--- config.mk ---
export PLATFORM = sky130hd
export DESIGN_NAME = dual_timer_apb
export DESIGN_NICKNAME = d
export VERILOG_FILES = /design/src/rtl/dtm_pkg.sv /design/src/rtl/dtm_channel.sv /design/src/rtl/dtm_regif.sv /design/src/rtl/dual_timer_apb.sv
export SDC_FILE = /design/constraint.sdc
export NUM_CORES = 1
export LEC_CHECK = 0
export ABC_AREA = 1
export BUFFER_PORTS_ARGS = -buffer_cell sky130_fd_sc_hd__buf_2
export CAP_MARGIN = 20
export CORE_AREA = 2 2 256 157
export CTS_CLUSTER_DIAMETER = 100
export DETAILED_ROUTE_END_ITERATION = 10
export DIE_AREA = 0 0 258 159
export PLACE_DENSITY = 0.51
export SLEW_MARGIN = 10
export SYNTH_ARGS = -nofsm -noshare
export SYNTH_HDL_FRONTEND = slang
export SYNTH_SLANG_ARGS = --single-unit
--- constraint.sdc ---
create_clock -name clk -period 2.8 [get_ports clk]
set_input_delay 0.56 -clock clk [delete_from_list [all_inputs] [get_ports clk]]
set_output_delay 0.56 -clock clk [all_outputs]
set_load 0.01 [all_outputs]
--- src/rtl/dtm_pkg.sv ---
package dtm_pkg;
  localparam int CTRL_W = 8;
  localparam int CH_LSB = 5;
  localparam logic [2:0] REG_LOAD  = 3'd0;
  localparam logic [2:0] REG_VALUE = 3'd1;
  localparam logic [2:0] REG_CTRL  = 3'd2;
  localparam logic [2:0] REG_CLR   = 3'd3;
  localparam logic [2:0] REG_RIS   = 3'd4;
  localparam logic [2:0] REG_MIS   = 3'd5;
  localparam logic [2:0] REG_BG    = 3'd6;

  typedef struct packed {
    logic wrLoad;
    logic wrBg;
    logic wrCtrl;
    logic wrClr;
  } chanStb_t;

  typedef struct packed {
    logic       en;
    logic       periodic;
    logic       intEn;
    logic       rsvd;
    logic [1:0] preSel;
    logic       wide;
    logic       oneShot;
  } ctrl_t;
endpackage

--- src/rtl/dtm_channel.sv ---
module dtm_channel
  import dtm_pkg::*;
#(
  parameter int DATA_W   = 32,
  parameter int NARROW_W = 16,
  parameter int PRE_W    = 8,
  parameter int PRE_MID  = 4
) (
  input  logic              clk,
  input  logic              rstN,
  input  logic              tickEn,
  input  chanStb_t          stb,
  input  logic [DATA_W-1:0] wdata,
  output logic [DATA_W-1:0] valueOut,
  output logic [DATA_W-1:0] reloadOut,
  output logic [CTRL_W-1:0] ctrlOut,
  output logic              risOut,
  output logic              misOut
);
  localparam logic [DATA_W-1:0] NARROW_MASK =
    {{(DATA_W-NARROW_W){1'b0}}, {NARROW_W{1'b1}}};
  localparam logic [DATA_W-1:0] ONE = {{(DATA_W-1){1'b0}}, 1'b1};

  logic [DATA_W-1:0] count, reload, mask, cur;
  logic [PRE_W-1:0]  pre;
  ctrl_t             ctrl;
  logic              ris, preHit, step;

  assign mask = ctrl.wide ? '1 : NARROW_MASK;
  assign cur  = count & mask;

  always_comb begin
    unique case (ctrl.preSel)
      2'd0:    preHit = 1'b1;
      2'd1:    preHit = &pre[PRE_MID-1:0];
      default: preHit = &pre;
    endcase
  end

  assign step = ctrl.en && tickEn && preHit && !stb.wrLoad;

  always_ff @(posedge clk or negedge rstN) begin
    if (!rstN) begin
      count  <= '0;
      reload <= '0;
      pre    <= '0;
      ctrl   <= '0;
      ris    <= 1'b0;
    end else begin
      if (stb.wrLoad) begin
        count  <= wdata;
        reload <= wdata;
        pre    <= '0;
      end else begin
        if (ctrl.en && tickEn) pre <= pre + 1'b1;
        if (stb.wrBg) reload <= wdata;
        if (step) begin
          if (cur == '0) begin
            if (ctrl.oneShot)       count <= count;
            else if (ctrl.periodic) count <= reload & mask;
            else                    count <= mask;
          end else begin
            count <= (cur - ONE) & mask;
          end
        end
      end
      if (stb.wrCtrl)
        ctrl <= ctrl_t'({wdata[7:5], 1'b0, wdata[3:0]});
      if (stb.wrClr)                 ris <= 1'b0;
      else if (step && (cur == ONE)) ris <= 1'b1;
    end
  end

  assign valueOut  = cur;
  assign reloadOut = reload;
  assign ctrlOut   = ctrl;
  assign risOut    = ris;
  assign misOut    = ris && ctrl.intEn;

  // a load write sets both value and reload
  p_load_r11: assert property (@(posedge clk) disable iff (!rstN)
    stb.wrLoad |=> (count == $past(wdata)) && (reloadOut == $past(wdata)));

  // a stopped channel holds its count
  p_hold_off_r13: assert property (@(posedge clk) disable iff (!rstN)
    (!ctrl.en && !stb.wrLoad) |=> (count == $past(count)));

  // the raw flag rises only as the value reaches zero
  p_rise_zero_r4: assert property (@(posedge clk) disable iff (!rstN)
    $rose(risOut) |-> (valueOut == '0));

  // any clear write leaves the raw flag at zero
  p_clear_r9: assert property (@(posedge clk) disable iff (!rstN)
    stb.wrClr |=> !risOut);

  // one-shot stays at zero
  p_oneshot_r7: assert property (@(posedge clk) disable iff (!rstN)
    (ctrl.en && ctrl.oneShot && valueOut == '0 && !stb.wrLoad && !stb.wrCtrl)
      |=> (valueOut == '0));
endmodule

--- src/rtl/dtm_regif.sv ---
module dtm_regif
  import dtm_pkg::*;
#(
  parameter int ADDR_W = 12,
  parameter int DATA_W = 32,
  parameter int NCH    = 2
) (
  input  logic                          clk,
  input  logic                          rstN,
  input  logic                          pSel,
  input  logic                          pEnable,
  input  logic                          pWrite,
  input  logic [ADDR_W-1:0]             pAddr,
  input  logic [NCH-1:0][DATA_W-1:0]    valueIn,
  input  logic [NCH-1:0][DATA_W-1:0]    reloadIn,
  input  logic [NCH-1:0][CTRL_W-1:0]    ctrlIn,
  input  logic [NCH-1:0]                risIn,
  input  logic [NCH-1:0]                misIn,
  output chanStb_t [NCH-1:0]            stbOut,
  output logic [DATA_W-1:0]             pRdata
);
  localparam int CH_W = (NCH > 1) ? $clog2(NCH) : 1;
  localparam int TOP_LSB = CH_LSB + CH_W;

  logic [CH_W-1:0] chIdx;
  logic [2:0]      regIdx;
  logic            inRange, wrEn;

  assign chIdx   = pAddr[CH_LSB +: CH_W];
  assign regIdx  = pAddr[4:2];
  assign inRange = (pAddr[ADDR_W-1:TOP_LSB] == '0) && (pAddr[1:0] == 2'b00)
                   && (int'(chIdx) < NCH);
  assign wrEn    = pSel && pEnable && pWrite && inRange;

  for (genvar c = 0; c < NCH; c++) begin : g_stb
    logic hit;
    assign hit = wrEn && (chIdx == CH_W'(c));
    assign stbOut[c].wrLoad = hit && (regIdx == REG_LOAD);
    assign stbOut[c].wrBg   = hit && (regIdx == REG_BG);
    assign stbOut[c].wrCtrl = hit && (regIdx == REG_CTRL);
    assign stbOut[c].wrClr  = hit && (regIdx == REG_CLR);
  end

  always_comb begin
    pRdata = '0;
    if (inRange) begin
      unique case (regIdx)
        REG_LOAD, REG_BG: pRdata = reloadIn[chIdx];
        REG_VALUE:        pRdata = valueIn[chIdx];
        REG_CTRL:         pRdata = {{(DATA_W-CTRL_W){1'b0}}, ctrlIn[chIdx]};
        REG_RIS:          pRdata = {{(DATA_W-1){1'b0}}, risIn[chIdx]};
        REG_MIS:          pRdata = {{(DATA_W-1){1'b0}}, misIn[chIdx]};
        default:          pRdata = '0;
      endcase
    end
  end

  // at most one register strobe per bus access
  p_one_strobe_r1: assert property (@(posedge clk) disable iff (!rstN)
    $onehot0(stbOut));
endmodule

--- src/rtl/dual_timer_apb.sv ---
module dual_timer_apb
  import dtm_pkg::*;
#(
  parameter int ADDR_W   = 12,
  parameter int DATA_W   = 32,
  parameter int NARROW_W = 16,
  parameter int PRE_W    = 8,
  parameter int PRE_MID  = 4
) (
  input  logic              clk,
  input  logic              rstN,
  input  logic              tickEn,
  input  logic              pSel,
  input  logic              pEnable,
  input  logic              pWrite,
  input  logic [ADDR_W-1:0] pAddr,
  input  logic [DATA_W-1:0] pWdata,
  output logic [DATA_W-1:0] pRdata,
  output logic              irqOne,
  output logic              irqTwo,
  output logic              irqAny
);
  localparam int NCH = 2;

  chanStb_t [NCH-1:0]         stb;
  logic [NCH-1:0][DATA_W-1:0] value, reload;
  logic [NCH-1:0][CTRL_W-1:0] ctrl;
  logic [NCH-1:0]             ris, mis;

  dtm_regif #(.ADDR_W(ADDR_W), .DATA_W(DATA_W), .NCH(NCH)) i_regif (
    .clk(clk), .rstN(rstN), .pSel(pSel), .pEnable(pEnable), .pWrite(pWrite),
    .pAddr(pAddr), .valueIn(value), .reloadIn(reload), .ctrlIn(ctrl),
    .risIn(ris), .misIn(mis), .stbOut(stb), .pRdata(pRdata)
  );

  for (genvar c = 0; c < NCH; c++) begin : g_ch
    dtm_channel #(.DATA_W(DATA_W), .NARROW_W(NARROW_W), .PRE_W(PRE_W),
                  .PRE_MID(PRE_MID)) i_channel (
      .clk(clk), .rstN(rstN), .tickEn(tickEn), .stb(stb[c]), .wdata(pWdata),
      .valueOut(value[c]), .reloadOut(reload[c]), .ctrlOut(ctrl[c]),
      .risOut(ris[c]), .misOut(mis[c])
    );
  end

  assign irqOne = mis[0];
  assign irqTwo = mis[1];
  assign irqAny = |mis;
endmodule

**After elaboration in Yosys (flattened, before gate mapping)**

Index checks and enable logic that the tools add are counted.

- Equality and inequality tests: 12
- Reduce and logical (&&, ||, !) cells: 49
- Add/subtract/negate cells: 4
- Order comparisons: 1
- Muxes and demuxes: 38
- Bitwise gates (word level): 7

Operators by type and width:

| kind | number |
|---|---|
| $mux W32 | 21 |
| $and A32 B32 Y32 | 6 |
| $pmux W32 S5 | 1 |
| $eq A32 B1 Y1 const B | 2 |
| $logic_not A32 Y1 | 2 |
| $sub A32 B1 Y32 const B | 2 |
| $mux W8 | 6 |
| $logic_and A1 B1 Y1 | 24 |
| $add A8 B1 Y8 const B | 2 |
| $reduce_and A8 Y1 | 2 |
| $reduce_bool A2 Y1 | 8 |
| $eq A3 B3 Y1 const B | 3 |
| $mux W1 | 8 |
| $reduce_and A4 Y1 | 2 |
| $eq A3 B2 Y1 const B | 2 |
| $logic_not A2 Y1 | 3 |
| $logic_not A6 Y1 | 1 |
| $ne A3 B2 Y1 const B | 2 |
| $eq A2 B1 Y1 const B | 2 |
| $pmux W1 S2 | 2 |
| $reduce_and A2 Y1 | 2 |
| $reduce_or A2 Y1 | 2 |
| $eq A3 B1 Y1 const B | 1 |
| $logic_not A3 Y1 | 1 |
| 3 further kinds | 4 |

- Output and inout port bits: 35
- Word-level logic and storage cells: 131
- Register bits: 160
- Input bits: 50

**Longest topological paths before layout**

- Depth in word-level cells: 10
- Gate-level depth with buffers: 13
- Gate-level depth less buffers: 13

**Modules after synthesis**

Synthesis repeated with hierarchy kept, for this count alone.

- Cells, all modules: 1911
- Area total of the unflattened synthesis: 12459.4 um2

Modules (own cells, without submodules):

| module | cells each | area an instance (um2) | times used | seq. area each (um2) |
|---|---|---|---|---|
| dtm_channel at g_ch[1].i_channel | 744 | 5356.4 | 1 | 2001.9 |
| dtm_channel at g_ch[0].i_channel | 758 | 5352.6 | 1 | 2001.9 |
| dtm_regif | 406 | 1739.2 | 1 | 0.0 |
| dual_timer_apb | 3 | 11.3 | 1 | 0.0 |

**Worst setup path before layout**

No wires, ideal clock.

- Path kind: input to output
- Start: in pAddr[2]
- End: out pRdata[3]
- Slack: 425 ps
- Buffers on the path: 1
- Required time: 2240 ps
- Cell stages on the path: 8
- Arrival: 1815 ps
- Path through: inv_1 nand2_1 nor2_1 o21bai_1 clkbuf_1 nand2_1 a31o_2 inv_1

- Word-level cells in the longest chain between the ends: 4
- Elaborated cells on any way between the ends: 9
- Those cells by class: eq/ne (5); mux (2); reduce/logical (2)

Ends and longest elaborated chain:

| element | RTL line | text |
|---|---|---|
| start, declared | dual_timer_apb.sv:16 | `input logic [ADDR_W-1:0] pAddr,` |
| $eq A3 B3 Y1 / $logic_not A3 Y1 (equally long branches) | dtm_regif.sv:47 | `unique case (regIdx)` |
| $reduce_or A2 Y1 | dtm_regif.sv:47 |  |
| $pmux W32 S5 * | dtm_regif.sv:47 |  |
| $mux W32 * | dtm_regif.sv:46 | `if (inRange) begin` |
| end, declared | dual_timer_apb.sv:18 | `output logic [DATA_W-1:0] pRdata,` |

Mark *: on every way between the ends. The rest lies on a longest branch, timed or not.

**Worst setup path in the final report**

- Start: reg g_ch[0].i_channel.ctrlOut[1] (netlist name)
- End: out pRdata[30]

- Word-level cells in the longest chain between the ends: 6

Ends and longest elaborated chain:

| element | RTL line | text |
|---|---|---|
| $mux W32 | dtm_channel.sv:29 | `assign mask = ctrl.wide ? '1 : NARROW_MASK;` |
| $and A32 B32 Y32 | dtm_channel.sv:30 | `assign cur = count & mask;` |
| $mux W32 (implied by the code) (2 in series) | dtm_regif.sv:49 | `REG_VALUE: pRdata = valueIn[chIdx];` |
| $pmux W32 S5 | dtm_regif.sv:47 |  |
| $mux W32 | dtm_regif.sv:46 |  |

Every way passes these cells. The select of a mux whose other input is x is not followed.

==> impl_metrics.yaml <==
cts:
  clk-insertion-delay-late_ps: 460
  cts_hold_buf: 0
  clk_pin_slew_ps: 80
  cts.path.max_buffers: 2
  cts_buffers: 17
  cts_root_buffer: "clkbuf_16"
  tritoncts: "built"
  cts_max_level: 4
  clock_sinks: 160
finish:
  diodes: 0
  drive_above_1_share_pct: 12.3
  post-route-util_pct: 35.2
  fin_nets: 2025
  area_delta_synth_final_pct: 18.6
power:
  pwr-share-comb_pct: 10.6
  vdd_drop_max_mv: 0.374
  sequentialPowerShare_pct: 43.7
  swShare_pct: 28.9
  pwr-share-clk_pct: 45.7
  powerDensity_nw_per_um2: 419
  leakagePower_nw: 7.87
  power_w: 0.00570
  p_sw_w: 0.00165
  power.internal_w: 0.00406
die:
  core-area_um2: 38600
  io_pins: 85
  die_area_um2: 41000
  die_h_um: 159
  initial_core_util_pct: 29.7
  rows: 56
  die_w_um: 258
place:
  dp_slack_ps: 115
  gp_congestion: 0.985
  port_buffers: 84
  dp_hpwl_mm: 36.0
logic_synthesis:
  yosys.area.top_type: "dfrtp_1"
  netlist_instances: 1861
  synth_area_um2: 11500
  async_flop_share_pct: 100
  syn-num-nets: 1917
  synth_area_leaders: "dfrtp_1 (35%), nand2_1 (23%), nand3_1 (8.4%), inv_1 (7.3%), o21ai_0 (6.9%)"
  synth_warnings: 0
  synth-seq-cells: 160
  synth_edf_count: 0
  synth_area_per_cell_um2: 6.16
  yosysSeqAreaShare_pct: 34.9
  synth.distinct_cells: 41
  synth_top_cell_area_share_pct: 34.9
  synth-main-ff-cell: "dfrtp_1"
setup_path:
  reg2reg_from: "g_ch[0].i_channel.count[0]"
  critPathLaunchType: "register"
  end_kind: "output port"
  crit_type: "reg -> out"
  crit_start: "g_ch[0].i_channel.ctrlOut[1]"
  r2r_cells: 13
  r2r_slack_ps: 240
  cp_max_fo: 19
  worstPathArrival_ps: 2080
  crit_end: "pRdata[30]"
  reg2reg_to: "g_ch[0].i_channel.count[5]"
  required_ps: 2240
drt:
  vias: 12600
  via_per_inst: 5.02
  drc_errors: 0
  routed_wl_mm: 47.3
  post_drt_wl_per_cell_um: 18.9
  dr.pass1.iters: 5
  drtAntennaViolNets: 0
  drt_iter0_markers: 1388
sta:
  drv_slew: 0
  hold-worst-slack_ps: 53.6
  fin_setup_tns_ps: 0
  layout_min_cycle_time_ps: 2640
  postLayoutSetupSlackWorst_ps: 156
  max_freq_mhz: 378
  max_slew.worst_pin.slew_ps: 915
  timing.final.crit_share_pct: 94.4
  rsz0062_at_grt: "no"
  slew_headroom_pct: 39.0
  skew_ps: 13.2
  hold_viol_final: 0
  setup_viol: 0
grt:
  grt.total_usage_pct: 23.1
  antenna_found_initial: 0
  gr-total-overflow: 0
  grt_max_degree: 65
  grt_pass1_wl_mm: 71.7
  first_global_vias: 11400
min_path:
  hp-class: "in -> async"
status:
  status: "finished clean"
flow_run:
  cap_viol_max_count: 0
-- synth_stat cells (5+ instances only) --
master    instances
buf_4             5
dfrtp_1         160
nand2_1         699
buf_2            21
nor2_1          160
buf_1             6
nor3_1           11
a21oi_1          52
ha_1              6
a31o_2            6
inv_1           223
nand3_1         192
nand2_2           5
nand4_1          18
o21ai_0         157
or2_2            10
xor2_1           20
o211ai_1          9
clkbuf_1         48
nand3b_1          5
o22ai_1          12
-- what timing repair did --
action / 4_1_cts / 5_1_grt
gates resized for setup: 1 / 1
endpoints found under the setup margin: 6 / 4
setup buffers: 0 / 1
-- placed cells by master, fill, tap and decap left out, drive strengths merged --
cell / instances
clkbuf: 18
clkinvlp: 1
xor2: 20
xnor2: 1
nand2: 707
a21oi: 53
nor3: 11
nand3: 196
o21ai: 158
a31oi: 2
and3: 3
ha: 6
buf: 171
clkinv: 5
o211ai: 9
or2: 10
dfrtp: 160
o21bai: 2
a211oi: 1
nand4: 19
a31o: 6
nand3b: 5
bufinv: 3
nor2: 166
o22ai: 12
o21a: 1
and2: 2
inv: 234
-- cell type report --
cell class | count | area [um^2]
Inverter | 229 | 862
Sequential cell | 160 | 4010
Clock buffer | 18 | 429
Clock inverter | 14 | 189
Fill cell | 4288 | 25000
Multi-Input combinational cell | 1390 | 6250
Tap cell | 522 | 653
Timing Repair Buffer | 171 | 1220
-- worst max-delay path, stage by stage (launching register included) --
cell and delay (ps):
dfrtp_2 630, buf_4 190, nand2_1 140, a21oi_1 180, o21ai_0 160, a21oi_1 170, buf_2 150
-- power by group through the flow --
stage | Combinational (W) | Sequential (W) | Clock (W)
global placement | 0.000588 | 0.00253 | 0
global route | 0.000684 | 0.00251 | 0.00273
detailed placement | 0.000599 | 0.00253 | 0
CTS | 0.000601 | 0.00249 | 0.00265
floorplan | 0.000344 | 0.00252 | 0
finish | 0.000603 | 0.00249 | 0.00261
-- stage by stage --
stage | area [um^2] | instances
after floorplan | 11500 | 1861
after global routing | 13600 | 2504
final | 13600 | 2504
after global placement | 13000 | 2471
after CTS | 13600 | 2503
after detailed placement | 13000 | 2471
-- metal layers --
| layer | vias to the layer above | GRT usage (%) | part of all wire [%] |
|---|---|---|---|
| li1 | 6088 | - | - |
| met1 | 5898 | 36.8 | 50 |
| met2 | 541 | 31.4 | 39 |
| met3 | 54 | 3.69 | 8.2 |
| met4 | 0 | 6.46 | 2.0 |
| met5 | - | 0 | 0 |
-- how the worst min path moves through the flow --
stage	endpoint	cells past startpoint
global route	g_ch[1].i_channel.reloadOut[25]	1
detailed placement	g_ch[0].i_channel.count[18]	2
finish	g_ch[1].i_channel.reloadOut[25]	1
CTS	g_ch[1].i_channel.reloadOut[25]	1
floorplan	g_ch[0].i_channel.count[0]	0
global placement	g_ch[0].i_channel.reloadOut[23]	2
-- logic make-up after synthesis --
group / after synthesis / share of synthesized area, %
and+or+nand+nor: 1119 / 40.8
buffers and inverters: 311 / 10.7
AOI/OAI and AO/OA: 244 / 11.3
DFF: 160 / 34.9
xor gates and xnor gates: 21 / 1.60
adders and majority gates: 6 / 0.655
-- registers in the layout (all words and copies together), names as in the netlist --
register and count:
g_ch.i_channel.count 64, g_ch.i_channel.risOut 2, g_ch.i_channel.pre 16, g_ch.i_channel.reloadOut 64, g_ch.i_channel.ctrlOut 14
Power figures use the tool's default switching activity.
